--- config.mk ---
export PLATFORM = sky130hd
export DESIGN_NAME = lcdt_raster_top
export DESIGN_NICKNAME = d
export VERILOG_FILES = /design/src/rtl/lcdt_pkg.sv /design/src/rtl/lcdt_pixdiv.sv /design/src/rtl/lcdt_axis.sv /design/src/rtl/lcdt_raster_top.sv
export SDC_FILE = /design/constraint.sdc
export NUM_CORES = 1
export LEC_CHECK = 0
export ABC_AREA = 1
export BUFFER_PORTS_ARGS = -buffer_cell sky130_fd_sc_hd__buf_2
export CAP_MARGIN = 15
export CORE_AREA = 2 2 105 107
export CTS_CLUSTER_SIZE = 24
export DETAILED_ROUTE_END_ITERATION = 16
export DIE_AREA = 0 0 107 109
export GPL_ROUTABILITY_DRIVEN = 0
export GPL_TIMING_DRIVEN = 0
export HOLD_SLACK_MARGIN = 0.1
export PLACE_DENSITY = 0.67
export SLEW_MARGIN = 25
export SYNTH_ARGS = -nofsm -noshare
export SYNTH_HDL_FRONTEND = slang
export SYNTH_SLANG_ARGS = --single-unit
--- constraint.sdc ---
create_clock -name clk -period 6.9 [get_ports clk]
set_input_delay 1.035 -clock clk [delete_from_list [all_inputs] [get_ports clk]]
set_output_delay 1.035 -clock clk [all_outputs]
set_load 0.02 [all_outputs]
--- src/rtl/lcdt_pkg.sv ---
package lcdt_pkg;

    typedef enum logic [1:0] {
        PH_SYNC  = 2'd0,
        PH_BACK  = 2'd1,
        PH_ACT   = 2'd2,
        PH_FRONT = 2'd3
    } lcdt_phase_e;

    typedef struct packed {
        logic hs;
        logic vs;
        logic de;
    } lcdt_vis_t;

    // last count index of a programmed span; zero behaves as one
    function automatic logic [7:0] lcdt_last8(input logic [7:0] v);
        return (v == 8'd0) ? 8'd0 : v - 8'd1;
    endfunction

    function automatic logic [7:0] lcdt_eff_div(input logic [7:0] d);
        return (d < 8'd2) ? 8'd2 : d;
    endfunction

endpackage

--- src/rtl/lcdt_pixdiv.sv ---
module lcdt_pixdiv
    import lcdt_pkg::*;
(
    input  logic       clk,
    input  logic       rst,
    input  logic [7:0] div_i,
    output logic       tick_o,
    output logic       mid_o,
    output logic       lvl_o
);
    logic [7:0] cnt_q;
    logic [7:0] eff;
    logic [7:0] half;

    always_comb begin
        eff    = lcdt_eff_div(div_i);
        half   = eff >> 1;
        tick_o = (cnt_q >= eff - 8'd1);
        mid_o  = (cnt_q == half - 8'd1);
        lvl_o  = (cnt_q < half);
    end

    always_ff @(posedge clk) begin
        if (rst)         cnt_q <= '0;
        else if (tick_o) cnt_q <= '0;
        else             cnt_q <= cnt_q + 8'd1;
    end

    // a divisor of at least two never yields back-to-back ticks
    a_r1_tick_gap: assert property (@(posedge clk) disable iff (rst)
        tick_o |=> !tick_o);

endmodule

--- src/rtl/lcdt_axis.sv ---
module lcdt_axis
    import lcdt_pkg::*;
#(
    parameter int W = 11
) (
    input  logic         clk,
    input  logic         rst,
    input  logic         step_i,
    input  logic [W-1:0] sw_last_i,
    input  logic [W-1:0] bp_last_i,
    input  logic [W-1:0] act_last_i,
    input  logic [W-1:0] fp_last_i,
    output lcdt_phase_e  phase_o,
    output logic [W-1:0] cnt_o,
    output logic         wrap_o
);
    logic [W-1:0] cur_last;
    logic         at_end;

    always_comb begin
        case (phase_o)
            PH_SYNC: cur_last = sw_last_i;
            PH_BACK: cur_last = bp_last_i;
            PH_ACT:  cur_last = act_last_i;
            default: cur_last = fp_last_i;
        endcase
        at_end = (cnt_o >= cur_last);
        wrap_o = step_i && at_end && (phase_o == PH_FRONT);
    end

    always_ff @(posedge clk) begin
        if (rst) begin
            phase_o <= PH_SYNC;
            cnt_o   <= '0;
        end else if (step_i) begin
            if (at_end) begin
                cnt_o   <= '0;
                phase_o <= lcdt_phase_e'(phase_o + 2'd1);
            end else begin
                cnt_o <= cnt_o + 1'b1;
            end
        end
    end

    // position only moves on a step
    a_r4_hold_without_step: assert property (@(posedge clk) disable iff (rst)
        !step_i |=> ($stable(phase_o) && $stable(cnt_o)));

endmodule

--- src/rtl/lcdt_raster_top.sv ---
module lcdt_raster_top
    import lcdt_pkg::*;
#(
    parameter int PPL_W     = 7,
    parameter bit EXT_LINES = 1'b1
) (
    input  logic             clk,
    input  logic             rst,
    input  logic             raster_en_i,
    input  logic [7:0]       div_i,
    input  logic [PPL_W-1:0] ppl_i,
    input  logic [9:0]       lpp_lo_i,
    input  logic             lpp_hi_i,
    input  logic [5:0]       hsw_i,
    input  logic [7:0]       hbp_i,
    input  logic [7:0]       hfp_i,
    input  logic [5:0]       vsw_i,
    input  logic [7:0]       vbp_i,
    input  logic [7:0]       vfp_i,
    input  logic             inv_pclk_i,
    input  logic             inv_hs_i,
    input  logic             inv_vs_i,
    input  logic             align_en_i,
    input  logic             align_fall_i,
    output logic             pclk_o,
    output logic             pix_en_o,
    output logic             hsync_o,
    output logic             vsync_o,
    output logic             de_o,
    output logic [PPL_W+3:0] px_o,
    output logic [10:0]      ln_o,
    output logic             frame_done_o
);
    localparam int HW = PPL_W + 4;
    localparam int VW = 11;

    logic          tick, mid, lvl;
    logic          run_q;
    logic          hs_q, vs_q;
    logic [HW-1:0] h_act_last, h_sw_last, h_bp_last, h_fp_last, hcnt;
    logic [VW-1:0] v_act_last, v_sw_last, v_bp_last, v_fp_last, vcnt;
    lcdt_phase_e   hph, vph;
    logic          h_step, h_wrap, v_wrap;
    lcdt_vis_t     vis;
    logic          late_sync;

    generate
        if (EXT_LINES) begin : g_lines_ext
            assign v_act_last = {lpp_hi_i, lpp_lo_i};
        end else begin : g_lines_base
            assign v_act_last = {1'b0, lpp_lo_i};
        end
    endgenerate

    always_comb begin
        h_act_last = {ppl_i, 4'hF};
        h_sw_last  = HW'(lcdt_last8({2'b00, hsw_i}));
        h_bp_last  = HW'(lcdt_last8(hbp_i));
        h_fp_last  = HW'(lcdt_last8(hfp_i));
        v_sw_last  = VW'(lcdt_last8({2'b00, vsw_i}));
        v_bp_last  = VW'(lcdt_last8(vbp_i));
        v_fp_last  = VW'(lcdt_last8(vfp_i));
    end

    lcdt_pixdiv u_div (
        .clk    (clk),
        .rst    (rst),
        .div_i  (div_i),
        .tick_o (tick),
        .mid_o  (mid),
        .lvl_o  (lvl)
    );

    assign h_step = tick && run_q;

    lcdt_axis #(.W(HW)) u_hax (
        .clk        (clk),
        .rst        (rst),
        .step_i     (h_step),
        .sw_last_i  (h_sw_last),
        .bp_last_i  (h_bp_last),
        .act_last_i (h_act_last),
        .fp_last_i  (h_fp_last),
        .phase_o    (hph),
        .cnt_o      (hcnt),
        .wrap_o     (h_wrap)
    );

    lcdt_axis #(.W(VW)) u_vax (
        .clk        (clk),
        .rst        (rst),
        .step_i     (h_wrap),
        .sw_last_i  (v_sw_last),
        .bp_last_i  (v_bp_last),
        .act_last_i (v_act_last),
        .fp_last_i  (v_fp_last),
        .phase_o    (vph),
        .cnt_o      (vcnt),
        .wrap_o     (v_wrap)
    );

    always_ff @(posedge clk) begin
        if (rst) begin
            run_q        <= 1'b0;
            frame_done_o <= 1'b0;
        end else begin
            frame_done_o <= v_wrap;
            if (tick) begin
                if (!run_q && raster_en_i)      run_q <= 1'b1;
                else if (v_wrap && !raster_en_i) run_q <= 1'b0;
            end
        end
    end

    always_comb begin
        vis.hs = run_q && (hph == PH_SYNC);
        vis.vs = run_q && (vph == PH_SYNC);
        vis.de = run_q && (hph == PH_ACT) && (vph == PH_ACT);
    end

    // sync copies taken half a pixel period late
    always_ff @(posedge clk) begin
        if (rst) begin
            hs_q <= 1'b0;
            vs_q <= 1'b0;
        end else if (mid) begin
            hs_q <= vis.hs;
            vs_q <= vis.vs;
        end
    end

    assign late_sync = align_en_i && align_fall_i;

    always_comb begin
        pclk_o   = lvl ^ inv_pclk_i;
        pix_en_o = tick;
        hsync_o  = (late_sync ? hs_q : vis.hs) ^ inv_hs_i;
        vsync_o  = (late_sync ? vs_q : vis.vs) ^ inv_vs_i;
        de_o     = vis.de;
        px_o     = (run_q && hph == PH_ACT) ? hcnt : '0;
        ln_o     = (run_q && vph == PH_ACT) ? vcnt : '0;
    end

    // the engine only goes idle together with a frame-done pulse
    a_r8_stop_at_frame_end: assert property (@(posedge clk) disable iff (rst)
        $fell(run_q) |-> frame_done_o);

    // frame-done is a single-cycle pulse
    a_r8_done_pulse: assert property (@(posedge clk) disable iff (rst)
        frame_done_o |=> !frame_done_o);

    // column index stays inside the programmed width while showing data
    a_r2_px_in_range: assert property (@(posedge clk) disable iff (rst)
        de_o |-> (px_o <= h_act_last));

    // row index stays inside the programmed height while showing data
    a_r3_ln_in_range: assert property (@(posedge clk) disable iff (rst)
        de_o |-> (ln_o <= v_act_last));

endmodule

==> key figures, run 1 <==
Critical path
  – Startpoint Class: input port
  – Max incr delay on CP: 0.29 ns
  – WP data required: 5.86 ns
  – FF-to-FF End: u_vax.cnt_o[4]
  – Critical path fanouts, max: 5
  – Top cell by count, worst path: nand2_1
  – Critical path type: in -> out
  – Critical Path Sink Type: output port
  – Cell family with most CP delay: simple AND/OR/NAND/NOR gates
  – Slowest cell on the critical path: ha_1
  – Worst path bufs/invs: 3
  – Crit path cell chain: buf_2, inv_1, nand2_1, nor3_1, nor2_1, ha_1, nand2_1, nand3_1, xor2_1, ha_1, nand2_1, nor2_1, nor2_1, nand2_1, nand2_2, nand2_4, buf_2
  – Worst r2r src: u_hax.phase_o[0]
  – R2r setup slk: 3.95 ns
  – Crit path DAT: 3.30 ns
  – Worst-case reg-to-reg path depth: 16

Yosys
  – Proportion of synthesized area in mux cells: 0
  – Post-synth cell types: 38
  – Post-synthesis simple-gate area fraction: 0.348
  – Sequential-to-total area share from yosys stat: 0.165
  – Syn nets: 866
  – Adder-cell area share of the yosys netlist: 0.168
  – Largest area contributor in the synthesized netlist: ha_1
  – Main combinational cell family by area after synthesis: simple AND/OR/NAND/NOR gates
  – Cells after Synth: 726
  – Number of synthesized flops with an enable pin: 0
  – Mapped cell area: 4620 µm²
  – Top cells by area, synth: ha_1 17%, dfxtp_1 16%, nand2_1 12%
  – Syn Area/Cell: 6.36 µm²
  – Post-Synth XOR/XNOR Area: 0.0891
  – Synth top cells by count: 153 x nand2_1, 110 x inv_1, 97 x nor2_1
  – Main synth FF type: dfxtp_1
  – Post-synth top area share: 0.168
  – Synth Area in Compound Gates: 0.126
  – Most frequent cell after synthesis: nand2_1
  – Synth warnings: 0
  – Async S/R FF share, synth: 0
  – Yosys reg bits: 38

Clocking
  – H-tree depth: 2
  – Post-CTS Setup Bufs: 0
  – CTS buffer count: 5
  – Reg clk slew, reported paths: 0.08 ns
  – Largest buffer count on any clock path: 2
  – Clk Latency, worst-skew pair: 0.29 ns
  – Clock root buffer: clkbuf_8
  – CTS Hold Bufs: 0
  – Clock sinks: 38
  – CTS tree: yes
  – Post-CTS sizing: 0

Worst hold path
  – Hold Path End: u_div.cnt_q[0]
  – Path category of the worst min-delay check: reg -> reg
  – Hold path start: u_div.cnt_q[0]
  – Worst hold path depth: 1

STA
  – Minimum clock period: 4.34 ns
  – Fmax: 231 MHz
  – RSZ-0062 raised after global routing: no
  – Worst Tran Pin Value: 0.521 ns
  – Hold_ws: 0.460 ns
  – Setup TNS: 0 ns
  – Final critical-path share of the clock period: 0.629
  – Rel. slew slack: 0.653
  – Hold Fails Final Rpt: 0
  – Setup slack after layout: 2.56 ns
  – Slew Limit Fails: 0
  – Skew final: 0.00806 ns
  – Setup violators final: 0

GRT
  – GRT Util Overall: 0.198
  – Pin count of the biggest net entering global routing: 13
  – First-pass GRT wire length: 18900 µm
  – Initial antenna violation count: 0
  – Residual overflow from global routing: 0
  – Vias in the first global route: 4273

Outcome
  – Status: finished clean

Floorplanning
  – Initial Util: 0.436
  – Ports: 106
  – Row count: 38
  – CORE AREA: 10600 µm²
  – Die area: 11700 µm²
  – Vert. Die Dim: 109 µm
  – Width of the die: 107 µm

Detailed routing
  – Routed via count: 4756
  – Iteration-0 DRC Markers: 198
  – WL final: 11400 µm
  – Post-DR vias/cell: 4.86
  – DRC errors left: 0
  – Routed len/inst: 11.7 µm
  – Drt pass-1 iters: 4
  – Antenna-violating nets left: 0

Pwr
  – Leakage power: 0.00263 µW
  – PwrDens: 94.0 nW/µm²
  – Maximum vdd drop: 0.0586 mV

Place
  – Detailed placement HPWL: 9530 µm
  – Pre-CTS WS: 2.54 ns
  – Buffers added on ports: 105

Run
  – Max cap viols: 0

Cells and area
  – Final-stage net count: 978
  – Ant. Diodes: 0
  – Area Growth Syn to Fin: 17.0%
  – Share of layout cells above drive strength 1: 0.170
## worst max-delay path by stage
stage | end | cells past startpoint | startpoint | slack [ns]
6_report | pix_en_o | 17 | div_i[2] | 2.56
5_1_grt | pix_en_o | 17 | div_i[2] | 2.26
4_1_cts | pix_en_o | 17 | div_i[2] | 2.54
3_5_place_dp | pix_en_o | 17 | div_i[2] | 2.54
3_3_place_gp | pix_en_o | 17 | div_i[2] | 2.56
2_1_floorplan | pix_en_o | 12 | div_i[2] | 3.09
## layout make-up
type,count,area (µm²)
repair buffers,105,526
fillers,1173,5200
plain buffers,10,60.1
inverters,111,422
clock inverters,2,13.8
multi-input cells,567,3380
clock buffers,6,72.6
well taps,140,175
flip-flops and latches,38,761
## cells in the final DEF, fill, tap and decap left out, types with 2 or more instances in the layout
master / instances
clkbuf_1: 8
a22oi_1: 6
nand2_1: 153
a31o_2: 2
o221ai_1: 5
a21oi_2: 2
buf_6: 3
nand2_4: 3
a21oi_1: 44
nor2_4: 6
nor2_1: 97
nand3_1: 46
inv_1: 110
nand2_2: 6
nor2_2: 3
buf_2: 105
ha_1: 62
nand3b_1: 2
o21ai_0: 21
clkbuf_8: 5
o21ai_1: 4
nor4_1: 2
nor3b_1: 4
nand4_1: 9
nor3_1: 25
xnor2_1: 10
dfxtp_1: 38
o211ai_1: 5
a31oi_1: 4
xor2_1: 37
## layer usage
metal / GRT usage / routed length (µm) / up-vias / part of all wire
met3: 0.0239 / 482 / 5 / 0.042
met4: 0.0362 / 72 / 0 / 0.0063
met2: 0.345 / 5180 / 91 / 0.45
li1: - / - / 2587 / -
met1: 0.266 / 5670 / 2073 / 0.50
met5: 0 / 0 / - / 0
## kinds of logic (layout without fill, tap and decap cells)
logic type	after synthesis	count (layout)
buffers and inverters	121	234
flip-flops	38	38
XOR/XNOR	47	47
AND/OR/NAND/NOR	359	359
AO/OA/AOI/OAI	99	99
adder cells (fa/ha/maj)	62	62
## flip-flops by register name (all words and copies together), names as in the netlist
signal         cells
u_vax.cnt_o       11
hs_q               1
frame_done_o       1
u_hax.cnt_o       11
u_div.cnt_q        8
vs_q               1
run_q              1
u_hax.phase_o      2
u_vax.phase_o      2
## where the power goes
part           switching (µW)  internal, µW
clock network            84.2          71.4
registers                3.09           221
logic                    73.1          55.0
## through the flow
step           total power, µW  instances  utilization  area (µm²)
2_1_floorplan              308        726            -        4620
3_3_place_gp               356        971        0.502        5320
3_5_place_dp               357        971        0.502        5320
4_1_cts                    512        979        0.510        5410
5_1_grt                    545        979        0.510        5410
6_report                   508        979        0.510        5410
## worst reg2reg max path, delay by kind of cell (launching register included)
family                     cells  cell delay, ns
DFF                            1            0.37
buffers and inverters          3            0.58
adders and majority gates      2            0.57
and+or+nand+nor                8            0.76
AOI/OAI and AO/OA              3            0.60
(Power assumes the default switching activity.)
==> run 2: changes to the inputs <==
- ABC_AREA: 1 -> 0
- CORE_AREA: 2 2 105 107 -> 2 2 102 104
- DIE_AREA: 0 0 107 109 -> 0 0 104 106
- clock period: 6.9 -> 4.4 ns (I/O delays scaled with it)
==> run 2 against run 1 <==
Net effect:
- clock power up 68%
- register-to-register slack worse by 3.2 ns
- die area down 5.5%
==> key figures, run 2 <==
Floorplanning
  – Die area: 11000 µm² (-5.5%)
  – Ports: 106 (unchanged)
  – Row count: 37 (-2.6%)
  – Initial Util: 0.433 (-0.00288)
  – Vert. Die Dim: 106 µm (-2.8%)
  – CORE AREA: 10000 µm² (-5.7%)
  – Width of the die: 104 µm (-2.8%)

Critical path
  – Crit path DAT: 3.45 ns (+0.15 ns)
  – R2r setup slk: 0.71 ns (-3.24 ns)
  – Worst-case reg-to-reg path depth: 16 (unchanged)
  – Startpoint Class: input port
  – FF-to-FF End: u_hax.cnt_o[5]
  – Critical Path Sink Type: output port
  – WP data required: 3.74 ns (-2.12 ns)
  – Critical path fanouts, max: 6 (+1)
  – Critical path type: in -> out
  – Worst r2r src: u_hax.phase_o[0]

Yosys
  – Syn Area/Cell: 7.80 µm² (+23%)
  – Top cells by area, synth: ha_1 18%, dfxtp_1 18%, xnor2_1 9.1%
  – Mapped cell area: 4330 µm² (-6.3%)
  – Post-synth top area share: 0.179 (+0.0113)
  – Most frequent cell after synthesis: ha_1
  – Sequential-to-total area share from yosys stat: 0.176 (+0.0111)
  – Cells after Synth: 555 (-24%)
  – Synth top cells by count: 62 x ha_1, 57 x nor2_1, 45 x inv_1, 45 x xnor2_1, 40 x nand2_1
  – Number of synthesized flops with an enable pin: 0 (unchanged)
  – Yosys reg bits: 38 (unchanged)
  – Largest area contributor in the synthesized netlist: ha_1
  – Post-synth cell types: 62 (+63%)
  – Synth warnings: 0 (unchanged)
  – Async S/R FF share, synth: 0 (unchanged)
  – Syn nets: 695 (-20%)
  – Main synth FF type: dfxtp_1

Place
  – Placed Cells: 794 (-18%)
  – Buffers added on ports: 103 (-1.9%)
  – Placed Area: 5010 µm² (-5.8%)
  – Detailed placement HPWL: 9080 µm (-4.7%)

Clocking
  – Clk Latency, worst-skew pair: 0.29 ns (about the same)
  – CTS buffer count: 5 (unchanged)
  – Clock sinks: 38 (unchanged)
  – CTS tree: yes
  – Reg clk slew, reported paths: 0.08 ns (about the same)
  – CTS Hold Bufs: 0 (unchanged)
  – Clock root buffer: clkbuf_8
  – H-tree depth: 2 (unchanged)
  – Largest buffer count on any clock path: 2 (unchanged)

Pwr
  – NetSw: 255 µW (+59%)
  – Clk pwr share: 0.318 (+0.012)
  – Register share of total power: 0.428 (-0.013)
  – Maximum vdd drop: 0.106 mV (+80%)
  – Power Internal: 568 µW (+63%)
  – Comb pwr share: 0.254 (+0.002)
  – Leakage power: 0.00234 µW (-11%)
  – Sw Share: 0.309 (-0.00623)
  – PwrDens: 161 nW/µm² (+71%)

Cells and area
  – Finished Cell Area: 5120 µm² (-5.3%)
  – Fillcell total: 989 (-16%)
  – Fin cells: 803 (-18%)
  – Most common cell after layout, fill and taps aside: buf_2
  – Share of layout cells above drive strength 1: 0.207 (+0.0365)
  – Biggest regs: u_hax.cnt_o x11, u_vax.cnt_o x11, u_div.cnt_q x8
  – Final-stage net count: 806 (-18%)
  – Commonest cells after routing, fill and taps aside: 107 x buf_2, 62 x ha_1, 57 x nor2_1
  – Ant. Diodes: 0 (unchanged)
  – Area Growth Syn to Fin: 18.3%

GRT
  – First-pass GRT wire length: 18500 µm (-2.0%)
  – GRT Util Overall: 0.199 (+0.000309)
  – Pin count of the biggest net entering global routing: 13 (unchanged)
  – Initial antenna violation count: 0 (unchanged)
  – Residual overflow from global routing: 0 (unchanged)
  – Vias in the first global route: 4093 (-4.2%)

STA
  – Setup TNS: 0 ns (unchanged)
  – Skew final: 0.00767 ns (-0.000386 ns)
  – Final critical-path share of the clock period: 0.934
  – Rel. slew slack: 0.604 (-0.0485)
  – Worst Tran Pin Value: 0.585 ns (+0.0646 ns)
  – Hold Fails Final Rpt: 0 (unchanged)
  – Slew Limit Fails: 0 (unchanged)
  – Minimum clock period: 4.11 ns
  – RSZ-0062 raised after global routing: no
  – Setup violators final: 0 (unchanged)
  – Fmax: 243 MHz

Outcome
  – Status: finished clean

Detailed routing
  – Post-DR vias/cell: 5.50 (+13%)
  – Drt pass-1 iters: 8 (+4)
  – Antenna-violating nets left: 0 (unchanged)
  – Routed len/inst: 14.0 µm (+20%)
  – Routed via count: 4418 (-7.1%)
  – Iteration-0 DRC Markers: 229 (+16%)
  – WL final: 11200 µm (-1.7%)
  – DRC errors left: 0 (unchanged)

Worst hold path
  – Path category of the worst min-delay check: reg -> reg
  – Hold Path End: u_div.cnt_q[0]
  – Hold path start: u_div.cnt_q[0]
  – Worst hold path depth: 1 (unchanged)

Run
  – Max cap viols: 0 (unchanged)
## run 2: stage by stage
step	power, µW	utilization	worst slack [ns]	hold WS [ns]
6_report	823	0.512	0.289	0.495
5_1_grt	867	0.512	0.0272	0.531
4_1_cts	824	0.511	0.120	0.500
3_5_place_dp	565	0.501	0.0427	0.480
3_3_place_gp	558	0.501	0.0655	0.470
2_1_floorplan	481	-	0.663	0.448
## run 2: cell families after synthesis
family / Yosys count / share of synthesized area
muxes: 2 / 0.00492
buffers and inverters: 65 / 0.0633
and+or+nand+nor: 212 / 0.250
AOI/OAI and AO/OA: 111 / 0.195
DFF: 38 / 0.176
xor gates and xnor gates: 65 / 0.132
adders and majority gates: 62 / 0.179
## run 2: per-layer routing
metal,up-vias,routed length (µm),track usage
li1,2240,-,-
met5,-,0,0
met1,2026,5140,0.251
met3,16,584,0.0368
met4,0,97,0.0290
met2,136,5400,0.359
## run 2: cell type report
type / instances / area [µm²] / share of cell area
Inverter: 45 / 169 / 0.0330
Sequential cell: 38 / 761 / 0.149
Multi-Input combinational cell: 452 / 3300 / 0.644
Clock buffer: 6 / 82.6 / 0.0161
Clock inverter: 2 / 12.5 / 0.00244
Tap cell: 136 / 170 / 0.0332
Timing Repair Buffer: 104 / 523 / 0.102
Buffer: 20 / 105 / 0.0205
## run 2: critical path: stages
cell and delay (ns):
buf_2 0.15, nor4_4 0.42, a21o_1 0.21, inv_1 0.05, ha_1 0.20, nand2_1 0.10, nand2_1 0.09, o31ai_1 0.24
ha_1 0.29, and2_1 0.18, a221oi_1 0.39, o31ai_2 0.24, buf_2 0.22
## run 2: power groups by stage
| stage | Combinational [µW] | Clock [µW] | Sequential (µW) |
|---|---|---|---|
| finish | 209 | 262 | 352 |
| detailed placement | 205 | 0 | 360 |
| CTS | 206 | 266 | 352 |
| global placement | 198 | 0 | 360 |
| floorplan | 122 | 0 | 358 |
| global route | 232 | 282 | 353 |
## run 2: what timing repair did
| action | in CTS | in global routing |
|---|---|---|
| gates resized for setup | 0 | 1 |
| setup buffers | 0 | 1 |
| endpoints found under the setup margin | 0 | 1 |
## run 2: how the worst max path moves through the flow
stage	start	end	slack (ns)
final	div_i[4]	pix_en_o	0.29
after global routing	hfp_i[3]	u_hax.cnt_o[7]	0.03
after CTS	div_i[6]	pix_en_o	0.12
after detailed placement	hbp_i[2]	u_hax.cnt_o[7]	0.04
after global placement	hbp_i[2]	u_hax.cnt_o[10]	0.07
after floorplan	hbp_i[2]	u_hax.cnt_o[0]	0.66
==> run 3: changes to the inputs <==
- CORE_AREA: 2 2 102 104 -> 2 2 92 94
- DIE_AREA: 0 0 104 106 -> 0 0 94 96
- PLACE_DENSITY: 0.67 -> 0.81
- REMOVE_ABC_BUFFERS: default -> 1
==> run 3 against run 2 <==
Net effect:
- critical path depth is the same
- non-clock buffer count is 19 lower
- total power fell by 2.2%
- worst setup slack got worse by 0.072 ns
- largest cell class unchanged
- final area is 2.8% lower
- wire length down 7.3%
- via count fell by 1.5%
==> key figures, run 3 (same netlist as run 2, synthesis figures left out) <==
STA
  – Rel. slew slack: 0.419 (-0.185)
  – Skew final: 0.00770 ns (+0.0000274 ns)
  – Setup violators final: 0 (unchanged)
  – Fmax: 239 MHz (-1.7%)
  – RSZ-0062 raised after global routing: no
  – Final critical-path share of the clock period: 0.951 (+0.0165)
  – Minimum clock period: 4.18 ns (+0.0724 ns)
  – Slew Limit Fails: 0 (unchanged)
  – Worst Tran Pin Value: 0.870 ns (+0.285 ns)
  – Hold Fails Final Rpt: 0 (unchanged)
  – Hold_ws: 0.506 ns (+0.0110 ns)

Cells and area
  – Share of layout cells above drive strength 1: 0.204 (-0.00319)
  – Ant. Diodes: 0 (unchanged)
  – Commonest cells after routing, fill and taps aside: 105 x buf_2, 62 x ha_1, 57 x nor2_1
  – Finished Cell Area: 4980 µm² (-2.8%)
  – Final-stage net count: 787 (-2.4%)
  – Finished Core Util: 0.618 (+0.106)
  – Most common cell after layout, fill and taps aside: buf_2
  – Area Growth Syn to Fin: 15.1%
  – Biggest regs: u_hax.cnt_o x11, u_vax.cnt_o x11, u_div.cnt_q x8

Floorplanning
  – Die area: 9020 µm² (-18%)
  – Vert. Die Dim: 96 µm (-9.4%)
  – CORE AREA: 8050 µm² (-19%)
  – Initial Util: 0.537 (+0.105)
  – Ports: 106 (unchanged)
  – Row count: 33 (-11%)
  – Width of the die: 94 µm (-9.6%)

Detailed routing
  – DRC errors left: 0 (unchanged)
  – Antenna-violating nets left: 0 (unchanged)
  – Iteration-0 DRC Markers: 240 (+4.8%)
  – Post-DR vias/cell: 5.78 (+5.0%)
  – Routed via count: 4350 (-1.5%)
  – WL final: 10400 µm (-7.3%)
  – Drt pass-1 iters: 7 (-1)
  – Routed len/inst: 13.8 µm (-1.2%)

Clocking
  – H-tree depth: 2 (unchanged)
  – Clk Latency, worst-skew pair: 0.28 ns (about the same)
  – CTS buffer count: 5 (unchanged)
  – Clock sinks: 38 (unchanged)
  – Post-CTS Setup Bufs: 0 (unchanged)
  – Largest buffer count on any clock path: 2 (unchanged)
  – Reg clk slew, reported paths: 0.08 ns (about the same)
  – CTS tree: yes
  – Clock root buffer: clkbuf_8

Outcome
  – Status: finished clean

Place
  – Buffers added on ports: 105 (+1.9%)
  – Placed Area: 4880 µm² (-2.7%)
  – Detailed placement HPWL: 8450 µm (-6.9%)

Critical path
  – WP data required: 4.58 ns (+0.84 ns)
  – Startpoint Class: input port
  – Crit path DAT: 4.36 ns (+0.91 ns)
  – Worst-case reg-to-reg path depth: 12 (-4)
  – Critical Path Sink Type: register
  – Critical path type: in -> reg
  – Critical path fanouts, max: 12 (+6)

Pwr
  – NetSw: 240 µW (-5.7%)
  – Power Internal: 565 µW (-0.59%)
  – Leakage power: 0.00229 µW (-2.2%)
  – Pwr Total: 805 µW (-2.2%)
  – Comb pwr share: 0.249 (-0.005)
  – Clk pwr share: 0.313 (-0.005)
  – PwrDens: 162 nW/µm² (+0.60%)
  – Sw Share: 0.298 (-0.0112)
  – Register share of total power: 0.438 (+0.010)
  – Maximum vdd drop: 0.127 mV (+21%)

GRT
  – Vias in the first global route: 3859 (-5.7%)
  – First-pass GRT wire length: 17100 µm (-7.4%)
  – Pin count of the biggest net entering global routing: 30 (+17)
  – Residual overflow from global routing: 0 (unchanged)
  – Initial antenna violation count: 0 (unchanged)
  – GRT Util Overall: 0.231 (+0.0321)

Worst hold path
  – Path category of the worst min-delay check: reg -> reg
  – Worst hold path depth: 1 (unchanged)

Run
  – Max cap viols: 0 (unchanged)
## run 3: power groups by stage
stage | clock network [µW] | registers (µW) | logic, µW
detailed placement | 0 | 361 | 199
CTS | 258 | 353 | 200
floorplan | 0 | 359 | 116
global route | 276 | 353 | 225
global placement | 0 | 361 | 191
finish | 252 | 353 | 200
## run 3: stage by stage
step	setup slack, ns	cells	TNS [ns]
3_5_place_dp	-0.463	745	-10.18
4_1_cts	0.270	753	0
2_1_floorplan	0.322	535	0
5_1_grt	0.0109	753	0
3_3_place_gp	-0.378	745	-7.71
6_report	0.216	753	0
## run 3: what timing repair did
item,4_1_cts,5_1_grt
resized for setup,2,0
endpoints found under the setup margin,26,0
hold buffers,0,0
## run 3: worst paths after layout
path | startpoint | to | slack [ns]
max | hbp_i[2] | u_vax.phase_o[0] | 0.22
max reg2reg | u_hax.phase_o[0] | u_vax.phase_o[0] | 0.65
min reg2reg | u_div.cnt_q[0] | u_div.cnt_q[0] | 0.51
min | u_div.cnt_q[0] | u_div.cnt_q[0] | 0.51
## run 3: critical path, stage by stage
cell	delay, ns
buf_2	0.12
or4_1	0.61
o41a_1	0.40
a222oi_1	0.32
nor2_1	0.08
a31oi_1	0.20
ha_1	0.18
a21oi_1	0.07
o21ai_0	0.22
nand2b_1	0.31
a21oi_2	0.53
and3_1	0.31
mux2_2	0.34
## run 3: final cells by class
type | instances | area, µm²
well taps | 105 | 131
multi-input cells | 452 | 3300
repair buffers | 105 | 526
inverters | 45 | 169
fillers | 738 | 3070
clock inverters | 2 | 12.5
flip-flops and latches | 38 | 761
clock buffers | 6 | 82.6
## run 3: metal layers
metal / GRT usage / vias to the layer above / share of wire
met5: 0 / - / 0
met4: 0.0628 / 0 / 0.0070
met3: 0.0266 / 6 / 0.053
met2: 0.407 / 138 / 0.49
met1: 0.299 / 2007 / 0.45
li1: - / 2199 / -
